===== src/rtl/sercfg_pkg.sv =====
package sercfg_pkg;
  localparam int WORD_W   = 32;
  localparam int CTRL_W   = 3;
  localparam int FLD_W    = 12;
  localparam int REF_W    = 5;
  localparam int CUR_W    = 4;
  localparam int NREG     = 5;
  localparam int PAY_W    = WORD_W - CTRL_W;
  localparam int FLD_LSB  = CTRL_W;
  localparam int N_LSB    = FLD_LSB + FLD_W;
  localparam int REF_LSB  = FLD_LSB + FLD_W;
  localparam int DIV2_BIT = REF_LSB + REF_W;
  localparam int DBL_BIT  = DIV2_BIT + 1;
  localparam int CUR_LSB  = DBL_BIT + 1;
  localparam int SYNC_N   = 2;

  typedef enum logic [CTRL_W-1:0] {
    SEL_R0 = 3'd0,
    SEL_R1 = 3'd1,
    SEL_R2 = 3'd2,
    SEL_R3 = 3'd3,
    SEL_R4 = 3'd4
  } reg_sel_e;

  typedef struct packed {
    logic [FLD_W-1:0] modv;
    logic [FLD_W-1:0] phase;
    logic [REF_W-1:0] refc;
    logic             dbl;
    logic             div2;
    logic [CUR_W-1:0] cur;
  } dbuf_t;

  localparam dbuf_t DBUF_RST = '{modv: 12'd2, phase: '0, refc: 5'd1,
                                 dbl: 1'b0, div2: 1'b0, cur: '0};
endpackage


===== src/rtl/sercfg_sync.sv =====
module sercfg_sync #(
  parameter int W      = 3,
  parameter int STAGES = 2
) (
  input  logic         clk_i,
  input  logic         rst_ni,
  input  logic [W-1:0] async_i,
  output logic [W-1:0] lvl_o,
  output logic [W-1:0] rise_o
);
  logic [STAGES-1:0][W-1:0] chain_q;
  logic [W-1:0]             prev_q;

  genvar s;
  generate
    for (s = 0; s < STAGES; s++) begin : g_stage
      if (s == 0) begin : g_first
        always_ff @(posedge clk_i or negedge rst_ni)
          if (!rst_ni) chain_q[s] <= '0;
          else         chain_q[s] <= async_i;
      end else begin : g_next
        always_ff @(posedge clk_i or negedge rst_ni)
          if (!rst_ni) chain_q[s] <= '0;
          else         chain_q[s] <= chain_q[s-1];
      end
    end
  endgenerate

  always_ff @(posedge clk_i or negedge rst_ni)
    if (!rst_ni) prev_q <= '0;
    else         prev_q <= chain_q[STAGES-1];

  assign lvl_o  = chain_q[STAGES-1];
  assign rise_o = chain_q[STAGES-1] & ~prev_q;
endmodule


===== src/rtl/sercfg_shift.sv =====
module sercfg_shift #(
  parameter int WORD_W = 32
) (
  input  logic              clk_i,
  input  logic              rst_ni,
  input  logic              shift_i,
  input  logic              bit_i,
  output logic [WORD_W-1:0] word_o
);
  logic [WORD_W-1:0] sr_q;

  always_ff @(posedge clk_i or negedge rst_ni)
    if (!rst_ni)      sr_q <= '0;
    else if (shift_i) sr_q <= {sr_q[WORD_W-2:0], bit_i};

  assign word_o = sr_q;
endmodule


===== src/rtl/sercfg_regs.sv =====
module sercfg_regs
  import sercfg_pkg::*;
(
  input  logic              clk_i,
  input  logic              rst_ni,
  input  logic              load_i,
  input  logic [WORD_W-1:0] word_i,
  output logic [FLD_W-1:0]  int_o,
  output logic [FLD_W-1:0]  frac_o,
  output dbuf_t             act_o,
  output logic [PAY_W-1:0]  r3_o,
  output logic [PAY_W-1:0]  r4_o,
  output logic              stb_o,
  output logic [CTRL_W-1:0] idx_o
);
  logic [CTRL_W-1:0] code;
  logic              valid;
  dbuf_t             stg_q, act_q;
  logic [FLD_W-1:0]  int_q, frac_q;
  logic [PAY_W-1:0]  r3_q, r4_q;
  logic              stb_q;
  logic [CTRL_W-1:0] idx_q;

  assign code  = word_i[CTRL_W-1:0];
  assign valid = load_i && (int'(code) < NREG);

  always_ff @(posedge clk_i or negedge rst_ni) begin
    if (!rst_ni) begin
      stg_q  <= DBUF_RST;
      act_q  <= DBUF_RST;
      int_q  <= '0;
      frac_q <= '0;
      r3_q   <= '0;
      r4_q   <= '0;
      stb_q  <= 1'b0;
      idx_q  <= '0;
    end else begin
      stb_q <= valid;
      if (valid) begin
        idx_q <= code;
        case (reg_sel_e'(code))
          SEL_R0: begin
            int_q  <= word_i[N_LSB +: FLD_W];
            frac_q <= word_i[FLD_LSB +: FLD_W];
            act_q  <= stg_q;
          end
          SEL_R1: stg_q.phase <= word_i[FLD_LSB +: FLD_W];
          SEL_R2: begin
            stg_q.modv <= word_i[FLD_LSB +: FLD_W];
            stg_q.refc <= word_i[REF_LSB +: REF_W];
            stg_q.div2 <= word_i[DIV2_BIT];
            stg_q.dbl  <= word_i[DBL_BIT];
            stg_q.cur  <= word_i[CUR_LSB +: CUR_W];
          end
          SEL_R3: r3_q <= word_i[WORD_W-1:CTRL_W];
          SEL_R4: r4_q <= word_i[WORD_W-1:CTRL_W];
          default: ;
        endcase
      end
    end
  end

  assign int_o  = int_q;
  assign frac_o = frac_q;
  assign act_o  = act_q;
  assign r3_o   = r3_q;
  assign r4_o   = r4_q;
  assign stb_o  = stb_q;
  assign idx_o  = idx_q;
endmodule


===== src/rtl/ser_cfg_bank.sv =====
module ser_cfg_bank
  import sercfg_pkg::*;
(
  input  logic              clk_i,
  input  logic              rst_ni,
  input  logic              sclk_i,
  input  logic              sdata_i,
  input  logic              slatch_i,
  output logic [FLD_W-1:0]  int_o,
  output logic [FLD_W-1:0]  frac_o,
  output logic [FLD_W-1:0]  mod_o,
  output logic [FLD_W-1:0]  phase_o,
  output logic [REF_W-1:0]  refcnt_o,
  output logic              dbl_o,
  output logic              div2_o,
  output logic [CUR_W-1:0]  cur_o,
  output logic [PAY_W-1:0]  r3_o,
  output logic [PAY_W-1:0]  r4_o,
  output logic              wr_stb_o,
  output logic [CTRL_W-1:0] wr_idx_o
);
  localparam int NSIG = 3;
  localparam int I_DAT = 0;
  localparam int I_CLK = 1;
  localparam int I_LAT = 2;

  logic [NSIG-1:0]   lvl, rise;
  logic [WORD_W-1:0] word;
  dbuf_t             act;

  sercfg_sync #(.W(NSIG), .STAGES(SYNC_N)) u_sync (
    .clk_i  (clk_i),
    .rst_ni (rst_ni),
    .async_i({slatch_i, sclk_i, sdata_i}),
    .lvl_o  (lvl),
    .rise_o (rise)
  );

  sercfg_shift #(.WORD_W(WORD_W)) u_shift (
    .clk_i  (clk_i),
    .rst_ni (rst_ni),
    .shift_i(rise[I_CLK]),
    .bit_i  (lvl[I_DAT]),
    .word_o (word)
  );

  sercfg_regs u_regs (
    .clk_i (clk_i),
    .rst_ni(rst_ni),
    .load_i(rise[I_LAT]),
    .word_i(word),
    .int_o (int_o),
    .frac_o(frac_o),
    .act_o (act),
    .r3_o  (r3_o),
    .r4_o  (r4_o),
    .stb_o (wr_stb_o),
    .idx_o (wr_idx_o)
  );

  assign mod_o    = act.modv;
  assign phase_o  = act.phase;
  assign refcnt_o = act.refc;
  assign dbl_o    = act.dbl;
  assign div2_o   = act.div2;
  assign cur_o    = act.cur;
endmodule


===== config.mk =====
export PLATFORM = sky130hd
export DESIGN_NAME = ser_cfg_bank
export DESIGN_NICKNAME = d
export VERILOG_FILES = /design/src/rtl/sercfg_pkg.sv /design/src/rtl/sercfg_sync.sv /design/src/rtl/sercfg_shift.sv /design/src/rtl/sercfg_regs.sv /design/src/rtl/ser_cfg_bank.sv
export SDC_FILE = /design/constraint.sdc
export NUM_CORES = 1
export LEC_CHECK = 0
export CAP_MARGIN = 10
export CORE_MARGIN = 2
export CORE_UTILIZATION = 47
export CTS_CLUSTER_SIZE = 40
export DETAILED_ROUTE_END_ITERATION = 8
export HOLD_SLACK_MARGIN = 0.02
export PLACE_DENSITY = 0.86
export SYNTH_ARGS = -nofsm -noshare
export SYNTH_HDL_FRONTEND = slang
export SYNTH_SLANG_ARGS = --single-unit

===== constraint.sdc =====
create_clock -name clk_i -period 1.6 [get_ports clk_i]
set_input_delay 0.24 -clock clk_i [delete_from_list [all_inputs] [get_ports clk_i]]
set_output_delay 0.24 -clock clk_i [all_outputs]
set_load 0.01 [all_outputs]

==> results of run 1 <==
flip-flops by register name, indices dropped and copies added (netlist names):
signal / flops
u_regs.stg_q: 35
u_shift.word_o: 32
u_regs.r4_o: 29
u_regs.idx_o: 3
u_regs.stb_o: 1
u_regs.act_o: 35
u_regs.r3_o: 29
u_regs.frac_o: 12
u_sync.prev_q: 2
u_regs.int_o: 12
u_sync.lvl_o: 3
u_sync.chain_q: 3
cell usage after synthesis (all sizes together):
library cell	count	share of area, %
nor2	2	0.10
dfstp	4	1.4
buf	18	1.5
mux2	185	29
o21ai	1	0.069
inv	1	0.052
clkbuf	2	0.10
nand2	2	0.14
a21bo	1	0.14
nor2b	2	0.17
nand3	2	0.14
a21oi	2	0.14
dfrtp	192	66
nand3b	1	0.16
and3b	1	0.12
nor3b	1	0.26
cells by family after synthesis:
| family | share of synthesized area, % |
|---|---|
| AO/OA/AOI/OAI | 0.345 |
| multiplexers | 29.2 |
| flip-flops | 67.7 |
| AND/OR/NAND/NOR | 1.09 |
| buffers and inverters | 1.67 |
how the worst max path moves through the flow:
| stage | start | end | slack [ps] | depth (start not counted) |
|---|---|---|---|---|
| after CTS | u_sync.prev_q[2] | u_regs.stg_q[14] | -1 | 4 |
| final | u_regs.r3_o[10] | r3_o[10] | 20 | 1 |
| after detailed placement | u_shift.word_o[2] | u_regs.stg_q[14] | -4 | 4 |
| after floorplan | u_shift.word_o[2] | u_regs.stg_q[12] | 30 | 4 |
| after global placement | u_shift.word_o[2] | u_regs.stg_q[22] | 60 | 4 |
| after global routing | u_shift.word_o[1] | u_regs.r4_o[24] | -30 | 4 |
stage by stage:
stage | utilization, % | setup WS (ps) | total power (uW)
2_1_floorplan | - | 33.8 | 7730
3_3_place_gp | 58.9 | 62.6 | 9200
3_5_place_dp | 58.9 | -3.52 | 9370
4_1_cts | 63.1 | -1.49 | 13900
5_1_grt | 64.6 | -33.2 | 14400
6_report | 64.6 | 24.8 | 13800
layer usage:
metal / vias up / GRT usage (%) / share of wire [%]
met5: - / 0 / 0
met4: 0 / 6.21 / 1.5
met3: 14 / 5.38 / 4.3
met2: 79 / 28.7 / 50
met1: 2070 / 23.1 / 44
li1: 1783 / - / -
layout make-up:
cell class	instances	area, um2
Fill cell	1067	5360
Tap cell	188	235
Inverter	1	3.75
Timing Repair Buffer	154	1740
Clock buffer	18	439
Multi-Input combinational cell	200	2250
Sequential cell	196	4910
Clock inverter	14	200
power by group through the flow:
stage / clock network, uW / logic (uW) / registers, uW
6_report: 4520 / 2630 / 6600
3_5_place_dp: 0 / 2670 / 6700
3_3_place_gp: 0 / 2570 / 6620
2_1_floorplan: 0 / 1020 / 6700
4_1_cts: 4630 / 2650 / 6610
5_1_grt: 4850 / 2810 / 6740
repair_timing:
action | in CTS | in global routing
pin swaps | 2 | 2
hold buffers | 1 | 0
setup buffers | 1 | 4
hold endpoints to repair | 46 | 0
resized for setup | 19 | 56
setup endpoints to repair | 25 | 110
cloned | 0 | 2
==> out/qor.yml, run 1 <==
synthCells: 417
detail_route.drc_violations: 0
hold_slack_ps: 254
gp_congestion: 0.718
status: "finished, final reports clean"
cts_tree: "built"
placed_cell_area_mm2: 0.00892
vdd_drop_max_mv: 0.719
mostFrequentLayoutCell: "dfrtp_1"
antenna_found_initial: 0
cts_root_buf: "clkbuf_16"
vias: 3946
viasPerCell: 5.12
gr-total-overflow: 0
fmax_mhz: 635
drt_first_pass_iters: 4
die_x_um: 128
power_density_mw_per_mm2: 1410
slew_headroom_pct: 69.2
final_cell_mix: "dfrtp_1 (192), mux2_2 (163), clkdlybuf4s50_1 (55)"
cp_top_family: "buffers and inverters"
wl_um: 14300
cpPeakStageDelay_ps: 550
p_int_uw: 10200
syn_area_mm2: 0.00726
r2r_cells: 4
rsz0062_at_grt: "yes"
port-buffer-count: 125
numCtsBuffers: 17
reg2reg_slack_ps: 30
pwr-share-comb_pct: 19.1
die_height_um: 128
total_leakage_power_uw: 0.00572
clock_latency_ps: 420
critical_path.max_fanout: 2
timing.critical_path.slowest_stage_cell: "clkdlybuf4s50_1"
final.setup.tns_ps: 0
skew_ps: 9.04
synth_nets: 422
layout-drive-gt1-share_pct: 42.4
grt_start_max_net_pins: 55
cp.required_ps: 1360
whs_path_depth: 1
critPathLaunchType: "register"
ys_ff_latch: 196
synth-seq-area-share_pct: 67.7
syn_area_per_cell_um2: 17.4
pwr-share-clk_pct: 32.9
die_area_mm2: 0.0164
syn_to_final_growth_pct: 34.8
crit_arrival_ps: 1340
crit_type: "reg2out"
grt_usage_pct: 17.8
placeableCoreArea_mm2: 0.0151
final_cells: 771
initial_core_util_pct: 47.9
first_iter_violations: 142
crit_chain: "clkdlybuf4s50_1"
p_sw_uw: 3540
synth.yosys.warnings: 0
dp_hpwl_um: 9240
setup_viol: 0
clk_pin_slew_ps: 70
min_from: "sdata_i"
fin_nets: 575
reg2reg_to: "u_regs.r4_o[24]"
ioPinCount: 126
min_period_over_period_pct: 98.5
clock_sinks: 196
num_rows: 45
crit_path_end_kind: "primary output"
slew_viol_final: 0
r2r-start: "u_shift.word_o[1]"
grt_pass1_vias: 4170
period_minus_slack_ps: 1580
netlist-cell-type-count: 21
wl_per_cell_um: 18.5
clock_path_buffers: 2
p_sw_share_pct: 25.7
hold_path_class: "in2reg"
diodes: 0
cts_htree_levels: 4
p_seq_share_pct: 48.0
maxCapViolations: 0
path_buf_inv: 1
drtAntennaViolNets: 0
min_to: "u_sync.chain_q[0]"
final_cell_area_mm2: 0.00978
finalHoldViolations: 0
place_inst: 731
grt_first_pass_wirelength_um: 22300
tightest_slew_ps: 461
No activity file was read; power rests on OpenSTA's default activity.
==> inputs of run 2 (changes only) <==
Settings changed: CAP_MARGIN 10 to 20, CORE_MARGIN 2 to not set.
==> run 2 against run 1 <==
Compared with the run above: combinational power decreased by 2%; setup slack improved by 2.6 ps; via count decreased by 0.46%; largest cell class unchanged; highest routed layer unchanged.
==> out/qor.yml, run 2 (synthesis results as in run 1) <==
highest_layer: "met4"
path_buf_inv: 1  # unchanged
clock_sinks: 196  # unchanged
clock_path_buffers: 2  # unchanged
die_area_mm2: 0.0159  # -3.1%
num_rows: 45  # unchanged
die_x_um: 126  # -1.6%
timing.critical_path.slowest_stage_cell: "clkdlybuf4s50_1"
setup_viol: 0  # unchanged
multiInputGateArea_mm2: 0.00225  # -0.11%
critical_path.max_fanout: 2  # unchanged
vdd_drop_max_mv: 0.775  # +7.8%
grt_pass1_vias: 4255  # +2.0%
clock_latency_ps: 420  # about the same
rsz0062_at_grt: "yes"
mostFrequentLayoutCell: "dfrtp_1"
layout-drive-gt1-share_pct: 41.5  # -0.90 points
port-buffer-count: 125  # unchanged
cts_root_buf: "clkbuf_16"
fmax_mhz: 636  # +0.17%
slew_viol_final: 0  # unchanged
tightest_slew_ps: 318  # -143 ps
crit_arrival_ps: 1330  # about the same
register_area_mm2: 0.00491  # unchanged
status: "finished, final reports clean"
total_power_uw: 13600  # -0.82%
final_cells: 762  # -1.2%
period_minus_slack_ps: 1570  # -2.63 ps
wl_um: 13900  # -2.6%
critPathLaunchType: "register"
crit_type: "reg2out"
numCtsBuffers: 17  # unchanged
skew_ps: 10.1  # +1.09 ps
min_period_over_period_pct: 98.3  # -0.16 points
wl_per_cell_um: 18.3  # -1.4%
whs_path_depth: 1  # unchanged
finalHoldViolations: 0  # unchanged
r2r_cells: 5  # +1
maxCapViolations: 0  # unchanged
cpPeakStageDelay_ps: 550  # about the same
initial_core_util_pct: 47.9  # unchanged
route.met2.wl_um: 7020  # -2.0%
fill_cells: 1051  # -1.5%
placeableCoreArea_mm2: 0.0151  # unchanged
cp.required_ps: 1360  # about the same
dp_hpwl_um: 9180  # -0.64%
grt_start_max_net_pins: 55  # unchanged
grt_usage_pct: 18.8  # +1.0 points
cts_tree: "built"
grt_first_pass_wirelength_um: 22900  # +2.6%
total_leakage_power_uw: 0.00540  # -5.6%
fin_nets: 568  # -1.2%
final_cell_mix: "dfrtp_1 (192), mux2_2 (164), clkdlybuf4s50_1 (72)"
gr-total-overflow: 0  # unchanged
diodes: 0  # unchanged
gp_congestion: 0.732  # +2.0%
place_inst: 729  # -0.27%
final.setup.tns_ps: 0  # unchanged
drt_first_pass_iters: 6  # +2
hold_path_class: "in2reg"
crit_chain: "clkdlybuf4s50_1"
viasPerCell: 5.15  # +0.72%
vias: 3928  # -0.46%
ioPinCount: 126  # unchanged
cp_top_family: "buffers and inverters"
drtAntennaViolNets: 0  # unchanged
crit_path_end_kind: "primary output"
antenna_found_initial: 0  # unchanged
clk_pin_slew_ps: 70  # about the same
syn_to_final_growth_pct: 32.4
cp_num_cells: 1  # unchanged
slew_headroom_pct: 78.8  # +9.5 points
met1_length_um: 6180  # -1.8%
power_density_mw_per_mm2: 1420  # +1.0%
die_height_um: 126  # -1.6%
detail_route.drc_violations: 0  # unchanged
first_iter_violations: 172  # +21%
routed-wl-met3_um: 573  # -7.3%
hold_slack_ps: 261  # +6.46 ps
cts_htree_levels: 4  # unchanged
[run 2: per-stage QoR]
stage | cell area, um2 | util [%] | worst slack (ps)
after floorplan | 7260 | - | 33.8
after global placement | 8860 | 58.5 | 61.4
after detailed placement | 8860 | 58.5 | 10.7
after CTS | 9500 | 62.7 | 0.536
after global routing | 9610 | 63.4 | -21.3
final | 9610 | 63.4 | 27.4
[run 2: area by class of cell]
type                            instances  share of cell area (%)
Multi-Input combinational cell        200                    23.4
Inverter                                1                  0.0391
Tap cell                              188                    2.45
Sequential cell                       196                    51.1
Clock buffer                           21                    4.90
Timing Repair Buffer                  147                    16.5
Clock inverter                          9                    1.58
[run 2: worst paths after layout]
check,endpoint,slack (ps),start
worst max-delay path,phase_o[3],30,u_regs.act_o[14]
worst max register to register,u_regs.act_o[14],40,u_sync.lvl_o[2]
worst min register to register,u_sync.lvl_o[2],350,u_sync.chain_q[2]
min in group asynchronous,u_regs.act_o[29],290,rst_ni
max in group asynchronous,u_regs.act_o[24],650,rst_ni
worst min-delay path,u_sync.chain_q[2],260,slatch_i
[run 2: what timing repair did]
| item | CTS | global route |
|---|---|---|
| hold buffers | 1 | 0 |
| resized for setup | 12 | 43 |
| endpoints found under the hold margin | 32 | 0 |
| setup endpoints to repair | 17 | 73 |
| pin swaps | 1 | 0 |
| buffers inserted | 2 | 0 |
[run 2: routing by layer]
metal  vias to the layer above  global-route usage (%)
met3                        10                    5.18
met4                         0                    6.45
met1                      2069                    24.4
met5                         -                       0
li1                       1755                       -
met2                        94                    30.7
[run 2: report_power, final]
group,internal (uW),switching (uW)
sequential,5890,741
clock,2720,1710
combinational,1630,949
total,10200,3400
==> inputs of run 3 (changes only) <==
Settings changed: ABC_AREA set to 1, CORE_UTILIZATION 47 to 48, PLACE_DENSITY 0.86 to 0.87.
==> run 3 against run 2 <==
Compared with the run above: power down 0.16%; largest power group unchanged; via count is 70% higher; design area increased by 4.7%.
==> out/qor.yml, run 3 <==
maxCapViolations: 0  # unchanged
syn_to_final_growth_pct: 29.3
vias: 6679  # +70%
final_cell_mix: "nand2_1 (372), dfrtp_1 (191), nand4_1 (111)"
ys_async_sr_fraction_pct: 100  # unchanged
pwr-share-comb_pct: 20.5  # +1.6 points
fmax_mhz: 637  # +0.14%
grt_pass1_vias: 6481  # +52%
clock_latency_ps: 430  # about the same
num_rows: 46  # +2.2%
yosysMostFrequentCell: "nand2_1"
port-buffer-count: 125  # unchanged
synth_top_area_cell: "dfrtp_1"
clk_pin_slew_ps: 70  # about the same
grt_first_pass_wirelength_um: 33000  # +44%
synth.yosys.warnings: 0  # unchanged
pwr-share-clk_pct: 30.6  # -1.9 points
detail_route.drc_violations: 0  # unchanged
drtAntennaViolNets: 0  # unchanged
finalHoldViolations: 0  # unchanged
min_period_over_period_pct: 98.2  # -0.13 points
ys_ff_latch: 196  # unchanged
yosys_most_used_dff: "dfrtp_1"
post_cts_buffers: 0  # -2
synth-seq-area-share_pct: 63.1  # -4.5 points
hold_path_class: "in2reg"
placed_cell_area_mm2: 0.00933  # +5.3%
syn_area_per_cell_um2: 9.24  # -47%
grt_start_max_net_pins: 79  # +44%
startpoint: "u_regs.int_o[5]"
final.setup.tns_ps: 0  # unchanged
min_from: "sclk_i"
setup_viol: 0  # unchanged
clock_path_buffers: 2  # unchanged
gr-total-overflow: 0  # unchanged
die_height_um: 129  # +2.4%
crit_type: "reg2out"
cpPeakStageDelay_ps: 550  # about the same
critPathLaunchType: "register"
p_sw_share_pct: 30.7  # +5.7 points
synth_nets: 847  # +100%
first_iter_violations: 678  # +290%
antenna_found_initial: 0  # unchanged
status: "finished, final reports clean"
cp.required_ps: 1360  # about the same
total_leakage_power_uw: 0.00632  # +17%
r2r-start: "u_shift.word_o[0]"
critical_path.max_fanout: 2  # unchanged
die_area_mm2: 0.0167  # +4.9%
timing.critical_path.slowest_stage_cell: "clkdlybuf4s50_1"
synth_top_cell_area_share_pct: 61.8  # -4.5 points
syn_area_mm2: 0.00778  # +7.2%
drt_first_pass_iters: 5  # -1
die_x_um: 129  # +2.4%
yosys-top-cells-area: "dfrtp_1 (62%), nand2_1 (18%), nand4_1 (8.9%), nand3_1 (4.6%), clkbuf_1 (1.9%)"
placeableCoreArea_mm2: 0.0158  # +4.5%
viasPerCell: 5.67  # +10%
wl_um: 20800  # +49%
slew_headroom_pct: 69.5  # -9.3 points
synth_enable_flop_cells: 0  # unchanged
vdd_drop_max_mv: 0.851  # +9.8%
p_int_uw: 9440  # -7.8%
final_cells: 1177  # +54%
ioPinCount: 126  # unchanged
fin_nets: 954  # +68%
slew_viol_final: 0  # unchanged
final_cell_area_mm2: 0.0101  # +4.7%
crit_arrival_ps: 1330  # about the same
post-route-util_pct: 63.6  # +0.13 points
clock_sinks: 196  # unchanged
cp_top_family: "buffers and inverters"
crit_path_end_kind: "primary output"
p_sw_uw: 4180  # +23%
power_density_mw_per_mm2: 1350  # -4.7%
skew_ps: 12.1  # +1.97 ps
dp_hpwl_um: 13100  # +42%
crit_chain: "clkdlybuf4s50_1"
p_seq_share_pct: 48.9  # +0.3 points
numCtsBuffers: 17  # unchanged
cts_htree_levels: 4  # unchanged
yosys-top-cells-count: "nand2_1 (372), dfrtp_1 (192), nand4_1 (111)"
tightest_slew_ps: 458  # +140 ps
place_inst: 1145  # +57%
mostFrequentLayoutCell: "nand2_1"
cts_root_buf: "clkbuf_16"
period_minus_slack_ps: 1570  # -2.13 ps
layout-drive-gt1-share_pct: 7.80  # -34 points
wl_per_cell_um: 17.6  # -3.5%
synthCells: 842  # +100%
initial_core_util_pct: 49.1  # +1.2 points
cts_tree: "built"
diodes: 0  # unchanged
netlist-cell-type-count: 19  # -9.5%
gp_congestion: 0.809  # +10%
path_buf_inv: 1  # unchanged
grt_usage_pct: 25.9  # +7.1 points
## run 3: cell count changes after synthesis, sizes merged, moves of 2 or more
cell,delta
buf,+11
nand2,+370
inv,+7
nor2,+5
mux2,-185
clkbuf,+37
nand3,+71
o21ai,+3
nand4,+111
nor2b,-2
## run 3: per-layer routing
| layer | vias to the layer above | part of all wire (%) | global-route usage (%) |
|---|---|---|---|
| met1 | 3266 | 40 | 33.7 |
| met4 | 0 | 2.6 | 11.6 |
| met3 | 58 | 7.9 | 5.12 |
| met5 | - | 0 | 0 |
| li1 | 3002 | - | - |
| met2 | 353 | 49 | 42.3 |
## run 3: what timing repair did
action	CTS	global route
hold buffers	1	0
cloned	0	0
gates resized for setup	22	64
endpoints found under the hold margin	41	0
endpoints found under the setup margin	22	65
## run 3: cells by family after synthesis
logic type      Yosys count  share of synthesized area (%)
simple gates            563                           32.2
flops                   196                           63.1
buf+inv                  77                           4.26
compound gates            6                          0.386
## run 3: area by class of cell
cell class,instances,area [um2]
timing repair buffer,156,1720
tap,216,270
clock inverter,12,129
clock buffer,19,453
fill,1207,5770
multi-input combinational,569,2540
sequential,196,4910
inverter,9,33.8
## run 3: power by group through the flow
stage	sequential (uW)	clock [uW]	combinational (uW)
2_1_floorplan	6680	0	1110
5_1_grt	6730	4410	3060
3_3_place_gp	6700	0	2790
6_report	6660	4170	2790
3_5_place_dp	6710	0	2900
4_1_cts	6630	4210	2870
## run 3: worst paths after layout
check | end | slack, ps | depth (start not counted)
worst max-delay path | int_o[5] | 30 | 1
worst min-delay path | u_sync.chain_q[1] | 250 | 1
worst max register to register | u_regs.r3_o[10] | 180 | 6
worst min register to register | u_sync.lvl_o[1] | 350 | 0
max in group asynchronous | u_regs.r3_o[16] | 630 | 3
min in group asynchronous | u_regs.r4_o[26] | 310 | 2
## run 3: per-stage QoR
stage,power (uW),setup slack [ps],hold slack (ps)
6_report,13600,29.5,245
5_1_grt,14200,-12.5,250
4_1_cts,13700,1.67,236
3_5_place_dp,9620,190,231
3_3_place_gp,9500,290,225
2_1_floorplan,7790,315,-55.6
